`config.mk`:
```
export PLATFORM = sky130hd
export DESIGN_NAME = tmr_host_regs
export DESIGN_NICKNAME = d
export VERILOG_FILES = /design/src/rtl/tmr_host_pkg.sv /design/src/rtl/tmr_ctl_decode.sv /design/src/rtl/tmr_chan_port.sv /design/src/rtl/tmr_sys_port.sv /design/src/rtl/tmr_host_regs.sv
export SDC_FILE = /design/constraint.sdc
export NUM_CORES = 1
export LEC_CHECK = 0
export BUFFER_PORTS_ARGS = -buffer_cell sky130_fd_sc_hd__buf_2
export CAP_MARGIN = 20
export CORE_ASPECT_RATIO = 2
export CORE_MARGIN = 10
export CORE_UTILIZATION = 45
export CTS_BUF_LIST = sky130_fd_sc_hd__clkbuf_2 sky130_fd_sc_hd__clkbuf_4 sky130_fd_sc_hd__clkbuf_8
export DETAILED_ROUTE_END_ITERATION = 7
export GPL_TIMING_DRIVEN = 0
export PLACE_DENSITY = 0.67
export RECOVER_POWER = 25
export SLEW_MARGIN = 5
export SYNTH_ARGS = -nofsm -noshare
export SYNTH_HDL_FRONTEND = slang
export SYNTH_SLANG_ARGS = --single-unit
```
`constraint.sdc`:
```
create_clock -name clk -period 3.4 [get_ports clk]
set_input_delay 0.51 -clock clk [delete_from_list [all_inputs] [get_ports clk]]
set_output_delay 0.51 -clock clk [all_outputs]
set_load 0.05 [all_outputs]
```
`src/rtl/tmr_host_pkg.sv`:
```
package tmr_host_pkg;

   typedef enum logic [1:0] {
      ACC_FREEZE = 2'b00,
      ACC_LO     = 2'b01,
      ACC_HI     = 2'b10,
      ACC_LOHI   = 2'b11
   } acc_e;

   typedef struct packed {
      logic [1:0] sel;
      acc_e       acc;
      logic [2:0] mode;
      logic       bcd;
   } ctl_word_t;

   localparam logic [2:0] MODE_SQUARE = 3'd3;
   localparam int         CTL_W       = 8;

endpackage

```
`src/rtl/tmr_ctl_decode.sv`:
```
module tmr_ctl_decode
   import tmr_host_pkg::*;
#(
   parameter int NUM_CH = 3,
   parameter int ADDR_W = 2,
   parameter int BYTE_W = 8
) (
   input  logic              host_sel,
   input  logic [ADDR_W-1:0] host_addr,
   input  logic              host_wr,
   input  logic              host_rd,
   input  logic [BYTE_W-1:0] host_wdata,
   output logic [NUM_CH-1:0] dat_wr,
   output logic [NUM_CH-1:0] dat_rd,
   output logic [NUM_CH-1:0] cw_set,
   output logic [NUM_CH-1:0] cw_freeze,
   output ctl_word_t         cw
);

   localparam logic [ADDR_W-1:0] CTL_ADDR = ADDR_W'(NUM_CH);

   logic ctl_hit;

   assign cw      = ctl_word_t'(host_wdata[CTL_W-1:0]);
   assign ctl_hit = host_sel & host_wr & (host_addr == CTL_ADDR);

   for (genvar i = 0; i < NUM_CH; i++) begin : g_dec
      logic port_hit;
      logic sel_hit;
      assign port_hit     = host_sel & (host_addr == ADDR_W'(i));
      assign sel_hit      = ctl_hit & (cw.sel == 2'(i));
      assign dat_wr[i]    = port_hit & host_wr;
      assign dat_rd[i]    = port_hit & host_rd;
      assign cw_set[i]    = sel_hit & (cw.acc != ACC_FREEZE);
      assign cw_freeze[i] = sel_hit & (cw.acc == ACC_FREEZE);
   end

endmodule

```
`src/rtl/tmr_chan_port.sv`:
```
module tmr_chan_port
   import tmr_host_pkg::*;
#(
   parameter  int BYTE_W = 8,
   localparam int CNT_W  = 2 * BYTE_W
) (
   input  logic              clk,
   input  logic              rst_n,
   input  logic              cw_set,
   input  logic              cw_freeze,
   input  acc_e              cw_acc,
   input  logic [2:0]        cw_mode,
   input  logic              cw_bcd,
   input  logic              dat_wr,
   input  logic              dat_rd,
   input  logic [BYTE_W-1:0] wdata,
   input  logic [CNT_W-1:0]  live_cnt,
   output logic [2:0]        mode,
   output logic              bcd,
   output logic              load,
   output logic [CNT_W-1:0]  load_val,
   output logic [BYTE_W-1:0] rbyte
);

   acc_e              acc_q;
   logic [2:0]        mode_q;
   logic              bcd_q;
   logic              wr_hi_q;
   logic [BYTE_W-1:0] lo_q;
   logic              rd_hi_q;
   logic              frz_full_q;
   logic [CNT_W-1:0]  frz_q;
   logic              load_q;
   logic [CNT_W-1:0]  load_val_q;

   logic              wr_done;
   logic [CNT_W-1:0]  wr_val;
   logic              rd_release;
   logic [CNT_W-1:0]  rd_src;
   logic              rd_upper;

   always_comb begin
      wr_done = 1'b0;
      wr_val  = '0;
      unique case (acc_q)
         ACC_LO: begin
            wr_done = dat_wr;
            wr_val  = {{BYTE_W{1'b0}}, wdata};
         end
         ACC_HI: begin
            wr_done = dat_wr;
            wr_val  = {wdata, {BYTE_W{1'b0}}};
         end
         default: begin
            wr_done = dat_wr & wr_hi_q;
            wr_val  = {wdata, lo_q};
         end
      endcase
   end

   assign rd_src     = frz_full_q ? frz_q : live_cnt;
   assign rd_upper   = (acc_q == ACC_HI) | ((acc_q == ACC_LOHI) & rd_hi_q);
   assign rbyte      = rd_upper ? rd_src[CNT_W-1:BYTE_W] : rd_src[BYTE_W-1:0];
   assign rd_release = dat_rd & ((acc_q != ACC_LOHI) | rd_hi_q);

   always_ff @(posedge clk or negedge rst_n) begin
      if (!rst_n) begin
         acc_q      <= ACC_LOHI;
         mode_q     <= MODE_SQUARE;
         bcd_q      <= 1'b0;
         wr_hi_q    <= 1'b0;
         lo_q       <= '0;
         rd_hi_q    <= 1'b0;
         frz_full_q <= 1'b0;
         frz_q      <= '0;
         load_q     <= 1'b0;
         load_val_q <= '0;
      end else begin
         load_q <= wr_done;
         if (cw_set) begin
            acc_q      <= cw_acc;
            mode_q     <= cw_mode;
            bcd_q      <= cw_bcd;
            wr_hi_q    <= 1'b0;
            rd_hi_q    <= 1'b0;
            frz_full_q <= 1'b0;
         end else if (cw_freeze) begin
            if (!frz_full_q) begin
               frz_q      <= live_cnt;
               frz_full_q <= 1'b1;
               rd_hi_q    <= 1'b0;
            end
         end else if (dat_wr) begin
            if ((acc_q == ACC_LOHI) && !wr_hi_q) begin
               lo_q    <= wdata;
               wr_hi_q <= 1'b1;
            end
            if (wr_done) begin
               load_val_q <= wr_val;
               wr_hi_q    <= 1'b0;
               rd_hi_q    <= 1'b0;
               frz_full_q <= 1'b0;
            end
         end else if (dat_rd) begin
            if (acc_q == ACC_LOHI) begin
               rd_hi_q <= !rd_hi_q;
            end
            if (rd_release) begin
               frz_full_q <= 1'b0;
            end
         end
      end
   end

   assign mode     = mode_q;
   assign bcd      = bcd_q;
   assign load     = load_q;
   assign load_val = load_val_q;

endmodule

```
`src/rtl/tmr_sys_port.sv`:
```
module tmr_sys_port #(
   parameter int BYTE_W = 8
) (
   input  logic              clk,
   input  logic              rst_n,
   input  logic              sys_wr,
   input  logic              sys_rd,
   input  logic              wr_gate_bit,
   input  logic              wr_spk_bit,
   input  logic              chan_out,
   input  logic              irq_src,
   output logic              gate,
   output logic              spk_out,
   output logic              irq,
   output logic              refresh,
   output logic [BYTE_W-1:0] status
);

   localparam int B_OUT  = 5;
   localparam int B_TOG  = 4;
   localparam int B_SPK  = 1;
   localparam int B_GATE = 0;

   logic gate_q;
   logic spk_en_q;
   logic tog_q;
   logic src_prev_q;

   always_ff @(posedge clk or negedge rst_n) begin
      if (!rst_n) begin
         gate_q     <= 1'b0;
         spk_en_q   <= 1'b0;
         tog_q      <= 1'b0;
         src_prev_q <= 1'b1;
      end else begin
         src_prev_q <= irq_src;
         if (sys_wr) begin
            gate_q   <= wr_gate_bit;
            spk_en_q <= wr_spk_bit;
         end
         if (sys_rd) begin
            tog_q <= !tog_q;
         end
      end
   end

   always_comb begin
      status         = '0;
      status[B_OUT]  = chan_out;
      status[B_TOG]  = tog_q;
      status[B_SPK]  = spk_en_q;
      status[B_GATE] = gate_q;
   end

   assign gate    = gate_q;
   assign spk_out = chan_out & spk_en_q;
   assign irq     = irq_src & ~src_prev_q;
   assign refresh = tog_q;

endmodule

```
`src/rtl/tmr_host_regs.sv`:
```
module tmr_host_regs
   import tmr_host_pkg::*;
#(
   parameter  int NUM_CH  = 3,
   parameter  int BYTE_W  = 8,
   parameter  int GATE_CH = 2,
   parameter  int IRQ_CH  = 0,
   localparam int CNT_W   = 2 * BYTE_W,
   localparam int ADDR_W  = $clog2(NUM_CH + 1)
) (
   input  logic                    clk,
   input  logic                    rst_n,
   input  logic                    host_sel,
   input  logic                    host_sysctl_sel,
   input  logic [ADDR_W-1:0]       host_addr,
   input  logic                    host_wr,
   input  logic                    host_rd,
   input  logic [BYTE_W-1:0]       host_wdata,
   output logic [BYTE_W-1:0]       host_rdata,
   input  logic [NUM_CH*CNT_W-1:0] ch_count,
   input  logic [NUM_CH-1:0]       ch_out,
   output logic [NUM_CH-1:0]       ch_load,
   output logic [NUM_CH*CNT_W-1:0] ch_load_val,
   output logic [NUM_CH*3-1:0]     ch_mode,
   output logic [NUM_CH-1:0]       ch_bcd,
   output logic [NUM_CH-1:0]       ch_gate,
   output logic                    irq,
   output logic                    spk_out
);

   if (NUM_CH < 1 || NUM_CH > 3) begin : g_bad_num_ch
      $error("NUM_CH must be 1..3: the channel field code 3 is reserved");
   end
   if (BYTE_W != CTL_W) begin : g_bad_byte_w
      $error("BYTE_W must equal the control word width");
   end
   if (GATE_CH >= NUM_CH || IRQ_CH >= NUM_CH) begin : g_bad_ch_idx
      $error("GATE_CH and IRQ_CH must name existing channels");
   end

   logic [NUM_CH-1:0] dat_wr;
   logic [NUM_CH-1:0] dat_rd;
   logic [NUM_CH-1:0] cw_set;
   logic [NUM_CH-1:0] cw_freeze;
   ctl_word_t         cw;
   logic [BYTE_W-1:0] chan_rbyte [NUM_CH];
   logic [BYTE_W-1:0] chan_rd_mux;
   logic [BYTE_W-1:0] sys_status;
   logic              sys_gate;
   logic              sys_refresh;

   tmr_ctl_decode #(
      .NUM_CH (NUM_CH),
      .ADDR_W (ADDR_W),
      .BYTE_W (BYTE_W)
   ) u_dec (
      .host_sel   (host_sel),
      .host_addr  (host_addr),
      .host_wr    (host_wr),
      .host_rd    (host_rd),
      .host_wdata (host_wdata),
      .dat_wr     (dat_wr),
      .dat_rd     (dat_rd),
      .cw_set     (cw_set),
      .cw_freeze  (cw_freeze),
      .cw         (cw)
   );

   for (genvar i = 0; i < NUM_CH; i++) begin : g_ch
      tmr_chan_port #(
         .BYTE_W (BYTE_W)
      ) u_port (
         .clk       (clk),
         .rst_n     (rst_n),
         .cw_set    (cw_set[i]),
         .cw_freeze (cw_freeze[i]),
         .cw_acc    (cw.acc),
         .cw_mode   (cw.mode),
         .cw_bcd    (cw.bcd),
         .dat_wr    (dat_wr[i]),
         .dat_rd    (dat_rd[i]),
         .wdata     (host_wdata),
         .live_cnt  (ch_count[i*CNT_W +: CNT_W]),
         .mode      (ch_mode[i*3 +: 3]),
         .bcd       (ch_bcd[i]),
         .load      (ch_load[i]),
         .load_val  (ch_load_val[i*CNT_W +: CNT_W]),
         .rbyte     (chan_rbyte[i])
      );

      if (i == GATE_CH) begin : g_gate_ctl
         assign ch_gate[i] = sys_gate;
      end else begin : g_gate_tied
         assign ch_gate[i] = 1'b1;
      end
   end

   tmr_sys_port #(
      .BYTE_W (BYTE_W)
   ) u_sys (
      .clk         (clk),
      .rst_n       (rst_n),
      .sys_wr      (host_sysctl_sel & host_wr),
      .sys_rd      (host_sysctl_sel & host_rd),
      .wr_gate_bit (host_wdata[0]),
      .wr_spk_bit  (host_wdata[1]),
      .chan_out    (ch_out[GATE_CH]),
      .irq_src     (ch_out[IRQ_CH]),
      .gate        (sys_gate),
      .spk_out     (spk_out),
      .irq         (irq),
      .refresh     (sys_refresh),
      .status      (sys_status)
   );

   always_comb begin
      chan_rd_mux = '0;
      for (int i = 0; i < NUM_CH; i++) begin
         if (host_addr == ADDR_W'(i)) begin
            chan_rd_mux = chan_rbyte[i];
         end
      end
   end

   always_comb begin
      host_rdata = '0;
      if (host_rd) begin
         if (host_sysctl_sel) begin
            host_rdata = sys_status;
         end else if (host_sel) begin
            host_rdata = chan_rd_mux;
         end
      end
   end

endmodule

```
==> results of run 1 <==
[power by group]
part	leakage, nW	switching, mW	internal (mW)
Sequential	2.01	0.193	2.18
Combinational	2.30	1.57	0.620
Clock	0.188	0.784	0.556
Total	4.50	2.54	3.36
[layer usage]
layer / part of all wire / routed length, µm / global-route usage
met5: 0 / 0 / 0
met1: 0.44 / 8660 / 0.226
met3: 0.049 / 961 / 0.0418
met2: 0.48 / 9460 / 0.273
met4: 0.022 / 436 / 0.0687
[worst max-delay path, cell delays in order, from the launching register on]
cell and delay [ps]:
dfstp_2 580, inv_1 50, ha_1 240, a21oi_4 310
mux4_2 290, nor2_1 50, a2bb2oi_1 120, o31ai_1 300
buf_2 340
[cell usage after synthesis (all sizes together) (2+ instances only)]
cell type / number
mux2i: 12
mux4: 20
nor2b: 7
o2bb2ai: 3
and3: 8
a22o: 8
o21bai: 2
o21ai: 42
nor2: 42
nand4: 4
dfrtp: 141
a21oi: 19
dfstp: 13
clkbuf: 20
nand2: 91
nor3: 3
buf: 27
inv: 14
a211oi: 2
ha: 9
nand2b: 11
nand3: 21
and2: 2
or2: 4
a22oi: 7
a221oi: 14
mux2: 79
[kinds of logic after synthesis]
| family | synth area share |
|---|---|
| simple gates | 0.133 |
| flops | 0.512 |
| mux | 0.207 |
| compound gates | 0.0889 |
| buf+inv | 0.0425 |
| fa+ha+maj | 0.0149 |
| other cells | 0.000496 |
| xor+xnor | 0.00116 |
[registers in the layout, indices dropped and copies added, names as in the netlist]
name	count
u_sys.spk_en_q	1
u_sys.gate	1
u_sys.refresh	1
g_ch.u_port.rd_hi_q	3
g_ch.u_port.bcd	3
g_ch.u_port.mode	9
u_sys.src_prev_q	1
g_ch.u_port.acc_q	6
g_ch.u_port.frz_full_q	3
g_ch.u_port.lo_q	24
g_ch.u_port.frz_q	48
g_ch.u_port.load_val	48
g_ch.u_port.load	3
g_ch.u_port.wr_hi_q	3
[metrics by stage]
| step | hold WS, ps | power, mW |
|---|---|---|
| 6_report | 162 | 5.90 |
| 5_1_grt | 138 | 6.23 |
| 4_1_cts | 133 | 5.97 |
| 3_5_place_dp | 451 | 4.61 |
| 3_3_place_gp | 449 | 4.58 |
| 2_1_floorplan | 214 | 4.00 |
[worst paths after layout]
| kind | from | endpoint | slack (ps) | cells after the start |
|---|---|---|---|---|
| max reg2reg | g_ch[2].u_port.acc_q[0] | g_ch[2].u_port.load_val[6] | 1310 | 6 |
| min | ch_out[0] | u_sys.src_prev_q | 160 | 1 |
| max in group asynchronous | rst_n | g_ch[2].u_port.acc_q[1] | 1180 | 3 |
| min reg2reg | g_ch[1].u_port.load_val[10] | g_ch[1].u_port.load_val[10] | 470 | 2 |
| max | g_ch[0].u_port.acc_q[0] | host_rdata[0] | 160 | 8 |
| min in group asynchronous | rst_n | g_ch[0].u_port.frz_q[3] | 1050 | 2 |
[cell type report]
cell class                 instances  area, µm²  share of cell area
sequential                       154       3870               0.433
multi-input combinational        424       3400               0.380
timing repair buffer             137        711              0.0795
buffer                            47        269              0.0301
tap                              207        259              0.0290
clock buffer                      18        248              0.0277
clock inverter                    14        133              0.0148
inverter                          14       52.6             0.00588
[timing repair]
item / in CTS / in global routing
hold endpoints to repair: 5 / 0
setup endpoints to repair: 8 / 1
resized for setup: 2 / 2
hold buffers: 1 / 0
==> reports/results.ini, run 1 <==
[timing]
period_minus_slack_ps = 3240
hold_viol_final = 0
fin_worst_skew_ps = 13.5
worstMarginPinSlew_ps = 1700
worst_slack_ps = 158
setup_violations = 0
rsz0062_at_grt = no
relSlewSlack = -0.135
fmaxAchievable_mhz = 308
drv_slew = 65
period_share = 0.953
tns_ps = 0

[routing]
vias = 5406
wire_per_inst_um = 19.2
drc = 0
drt-initial-drc-count = 254
drt-total-wl_um = 19500
drt_first_pass_iters = 5
vias_per_cell = 5.33
postRouteAntennaNets = 0

[logic_synthesis]
yosys.area.top_type = dfrtp_1
ys_types = 57
ys_seq_area_frac = 0.512
synth_area_leaders = dfrtp_1 (47%), mux2_2 (6.1%), mux4_2 (6.0%)
synth_top_area_frac = 0.467
synth_area_um2 = 7560
synth-seq-cells = 154
avgSynthCellArea_um2 = 11.8
synth_flop_cell = dfrtp_1
synth_cells = 638
ys_async_sr_fraction = 1.00
synth-edff-count = 0
ys_warn_count = 0

[floorplanning]
die_y_um = 203
ioPinCount = 143
start_util = 0.455
die_x_um = 112
rows = 67
core_area_um2 = 16600
die_area_um2 = 22700

[pwr]
total_leakage_power_nw = 4.50
ir_worst_vdd_v = 0.000529
cellPowerDensity_nw_per_um2 = 660

[clocking]
cts_buffers = 17
clock_latency_ps = 450
postCtsSetupRepairBufs = 0
path_clk_slew_ps = 100
cts.sinks = 154
htree_levels = 4
cts_root_buf = clkbuf_8
cts_buffer_depth = 2
cts_tree = yes

[layout]
final_cells = 1015
finalInstanceArea_um2 = 8940
area_growth_pct = 18.3
fill_cells = 1535
diodes = 0
final_nets = 871
layout_common_cells = dfrtp_1 (141), buf_2 (140), nand2_1 (90), o21ai_0 (41), mux2_2 (41)
drive_above_1_share = 0.387
final_util = 0.539
final_common_cell = dfrtp_1

[placed_design]
placed_cells = 982
dp_hpwl_um = 14400
routabilityCongestion = 0.825
portBuffers = 135
place_area_um2 = 8530
pre_cts_slack_ps = 350

[outcome]
status = finished, violations left
violations = max-capacitance violations, max-slew violations

[min_path]
hold_path.class = in -> reg

[setup_path]
cp-start-kind = flip-flop
crit_type = reg -> out
cp_data_required_time_ps = 2890
cp.arrival_ps = 2730
endpoint_kind = output port
crit_fanout = 8

[global_routing]
grt-ovfl-total = 0
track_usage = 0.174
grt_pass1_wl_um = 32000
grt_start_max_net_pins = 91
grt_pass1_vias = 5875
antenna_found_initial = 0

[run]
cap_violations = 1

Power figures use the tool's default switching activity.
==> inputs of run 2 (changes only) <==
--- a/config.mk
+++ b/config.mk
@@ -5,16 +5,16 @@
 export SDC_FILE = /design/constraint.sdc
 export NUM_CORES = 1
 export LEC_CHECK = 0
-export BUFFER_PORTS_ARGS = -buffer_cell sky130_fd_sc_hd__buf_2
 export CAP_MARGIN = 20
 export CORE_ASPECT_RATIO = 2
 export CORE_MARGIN = 10
 export CORE_UTILIZATION = 45
 export CTS_BUF_LIST = sky130_fd_sc_hd__clkbuf_2 sky130_fd_sc_hd__clkbuf_4 sky130_fd_sc_hd__clkbuf_8
 export DETAILED_ROUTE_END_ITERATION = 7
+export DONT_BUFFER_PORTS = 1
 export GPL_TIMING_DRIVEN = 0
-export PLACE_DENSITY = 0.67
 export RECOVER_POWER = 25
+export REMOVE_ABC_BUFFERS = 1
 export SLEW_MARGIN = 5
 export SYNTH_ARGS = -nofsm -noshare
 export SYNTH_HDL_FRONTEND = slang
==> run 2 against run 1 <==
The flow finishes with violations (negative hold slack). Total power down 5.5%. Critical path depth shrank 1. Maximum frequency is 1.3% lower. Worst setup slack got worse by 43 ps. Wire length shrank 5.0%. Critical endpoint unchanged. Cell count fell by 18%. Highest routed layer unchanged. Critical path type unchanged.
==> reports/results.ini, run 2 (same netlist as run 1, synthesis figures left out) <==
[outcome]
status = finished, violations left
violations = negative hold slack

[layout]
diodes = 0  ; unchanged
drive_above_1_share = 0.259  ; -0.128
multi_input_area_um2 = 3430  ; +0.96%
fill_cells = 1537  ; +0.13%
finalInstanceArea_um2 = 8030  ; -10%
final_nets = 688  ; -21%
area_growth_pct = 6.26
layout_common_cells = dfrtp_1 (141), nand2_1 (90), o21ai_0 (41), mux2_2 (41), nor2_1 (36)
final_common_cell = dfrtp_1
regArea_um2 = 3870  ; unchanged

[placed_design]
dp_hpwl_um = 13100  ; -9.5%
place_area_um2 = 7590  ; -11%
routabilityCongestion = 0.774  ; -6.2%
portBuffers = 0  ; -100%

[routing]
drt_first_pass_iters = 5  ; unchanged
vias_per_cell = 5.67  ; +6.5%
wire_per_inst_um = 22.3  ; +16%
postRouteAntennaNets = 0  ; unchanged
drt-total-wl_um = 18500  ; -5.0%
drt-initial-drc-count = 212  ; -17%
vias = 4718  ; -13%
drc = 0  ; unchanged

[floorplanning]
die_x_um = 112  ; unchanged
die_area_um2 = 22700  ; unchanged
start_util = 0.455  ; unchanged
core_area_um2 = 16600  ; unchanged
rows = 67  ; unchanged
ioPinCount = 143  ; unchanged
die_y_um = 203  ; unchanged

[clocking]
path_clk_slew_ps = 90  ; about the same
htree_levels = 4  ; unchanged
cts_tree = yes
cts_buffer_depth = 2  ; unchanged
cts.sinks = 154  ; unchanged
clock_latency_ps = 460  ; about the same
postCtsSetupRepairBufs = 0  ; unchanged
cts_root_buf = clkbuf_8
cts_buffers = 17  ; unchanged

[global_routing]
grt_start_max_net_pins = 155  ; +70%
track_usage = 0.162  ; -0.0119
grt-ovfl-total = 0  ; unchanged
antenna_found_initial = 0  ; unchanged
grt_pass1_vias = 4924  ; -16%
grt_pass1_wl_um = 29000  ; -9.4%

[run]
cap_violations = 0  ; -1

[pwr]
total_leakage_power_nw = 3.77  ; -16%
ir_worst_vdd_v = 0.000415  ; -22%
cellPowerDensity_nw_per_um2 = 694  ; +5.2%

[timing]
period_minus_slack_ps = 3280  ; +42.9 ps
setup_violations = 0  ; unchanged
drv_slew = 0  ; -100%
relSlewSlack = 0.376  ; +0.511
rsz0062_at_grt = no
period_share = 0.966  ; +0.0126
fin_worst_skew_ps = 11.3  ; -2.19 ps
hold_viol_final = 141  ; +141
worstMarginPinSlew_ps = 933  ; -769 ps
whs_ps = -267  ; -429 ps
fmaxAchievable_mhz = 304  ; -1.3%

[setup_path]
cp.arrival_ps = 2770  ; +40 ps
crit_type = reg -> out
cp-start-kind = flip-flop
endpoint_kind = output port
cp_data_required_time_ps = 2890  ; about the same
crit_fanout = 8  ; unchanged

[min_path]
hold_path.class = in -> async

## run 2: repair_timing
item,CTS,global route
pin swaps,1,1
gates resized for setup,9,0
hold endpoints to repair,154,154
setup endpoints to repair,8,1
## run 2: where the power goes
| part | total [mW] | leakage (nW) | internal, mW | switching (mW) |
|---|---|---|---|---|
| combinational | 0.836 | 1.56 | 0.398 | 0.438 |
| clock | 1.41 | 0.196 | 0.619 | 0.788 |
| sequential | 3.33 | 2.01 | 2.17 | 1.17 |
## run 2: cell type report
cell class              instances  area share
flip-flops and latches        154       0.482
multi-input cells             424       0.427
well taps                     207      0.0322
clock buffers                  18      0.0301
clock inverters                14      0.0189
inverters                      14     0.00654
repair buffers                  1     0.00343
## run 2: layer usage
layer / vias to the layer above / share of wire / global-route usage
met5: - / 0 / 0
met4: 0 / 0.016 / 0.0563
met3: 16 / 0.087 / 0.0659
met2: 129 / 0.49 / 0.261
met1: 2374 / 0.40 / 0.190
li1: 2199 / - / -
## run 2: metrics by stage
step           power [mW]  cells   util  setup WS, ps  setup TNS [ps]
4_1_cts              5.66    832  0.484          42.0               0
6_report             5.58    832  0.484           116               0
3_3_place_gp         4.19    799  0.455          -606            -736
3_5_place_dp         4.23    800  0.457          -111            -369
2_1_floorplan        3.94    592      -           169               0
5_1_grt              5.86    832  0.484          35.1               0
## run 2: path summary, 6_finish.rpt
kind | to | start | slack, ps | cells after the start
setup / recovery | host_rdata[0] | g_ch[0].u_port.acc_q[0] | 120 | 7
hold / removal | g_ch[1].u_port.frz_q[3] | rst_n | -270 | 0
setup reg to reg | g_ch[1].u_port.rd_hi_q | g_ch[1].u_port.acc_q[0] | 510 | 7
hold reg to reg | u_sys.refresh | u_sys.refresh | 480 | 1
max in group asynchronous | u_sys.src_prev_q | rst_n | 3250 | 0
min in group clk | u_sys.src_prev_q | ch_out[0] | 40 | 0
## run 2: worst max-delay path: stages (launching register included)
cell and delay, ps:
dfstp_2 570, inv_1 50, ha_1 250, a21oi_4 350, mux4_2 290, nor2_1 40
a2bb2oi_1 140, o31ai_4 620
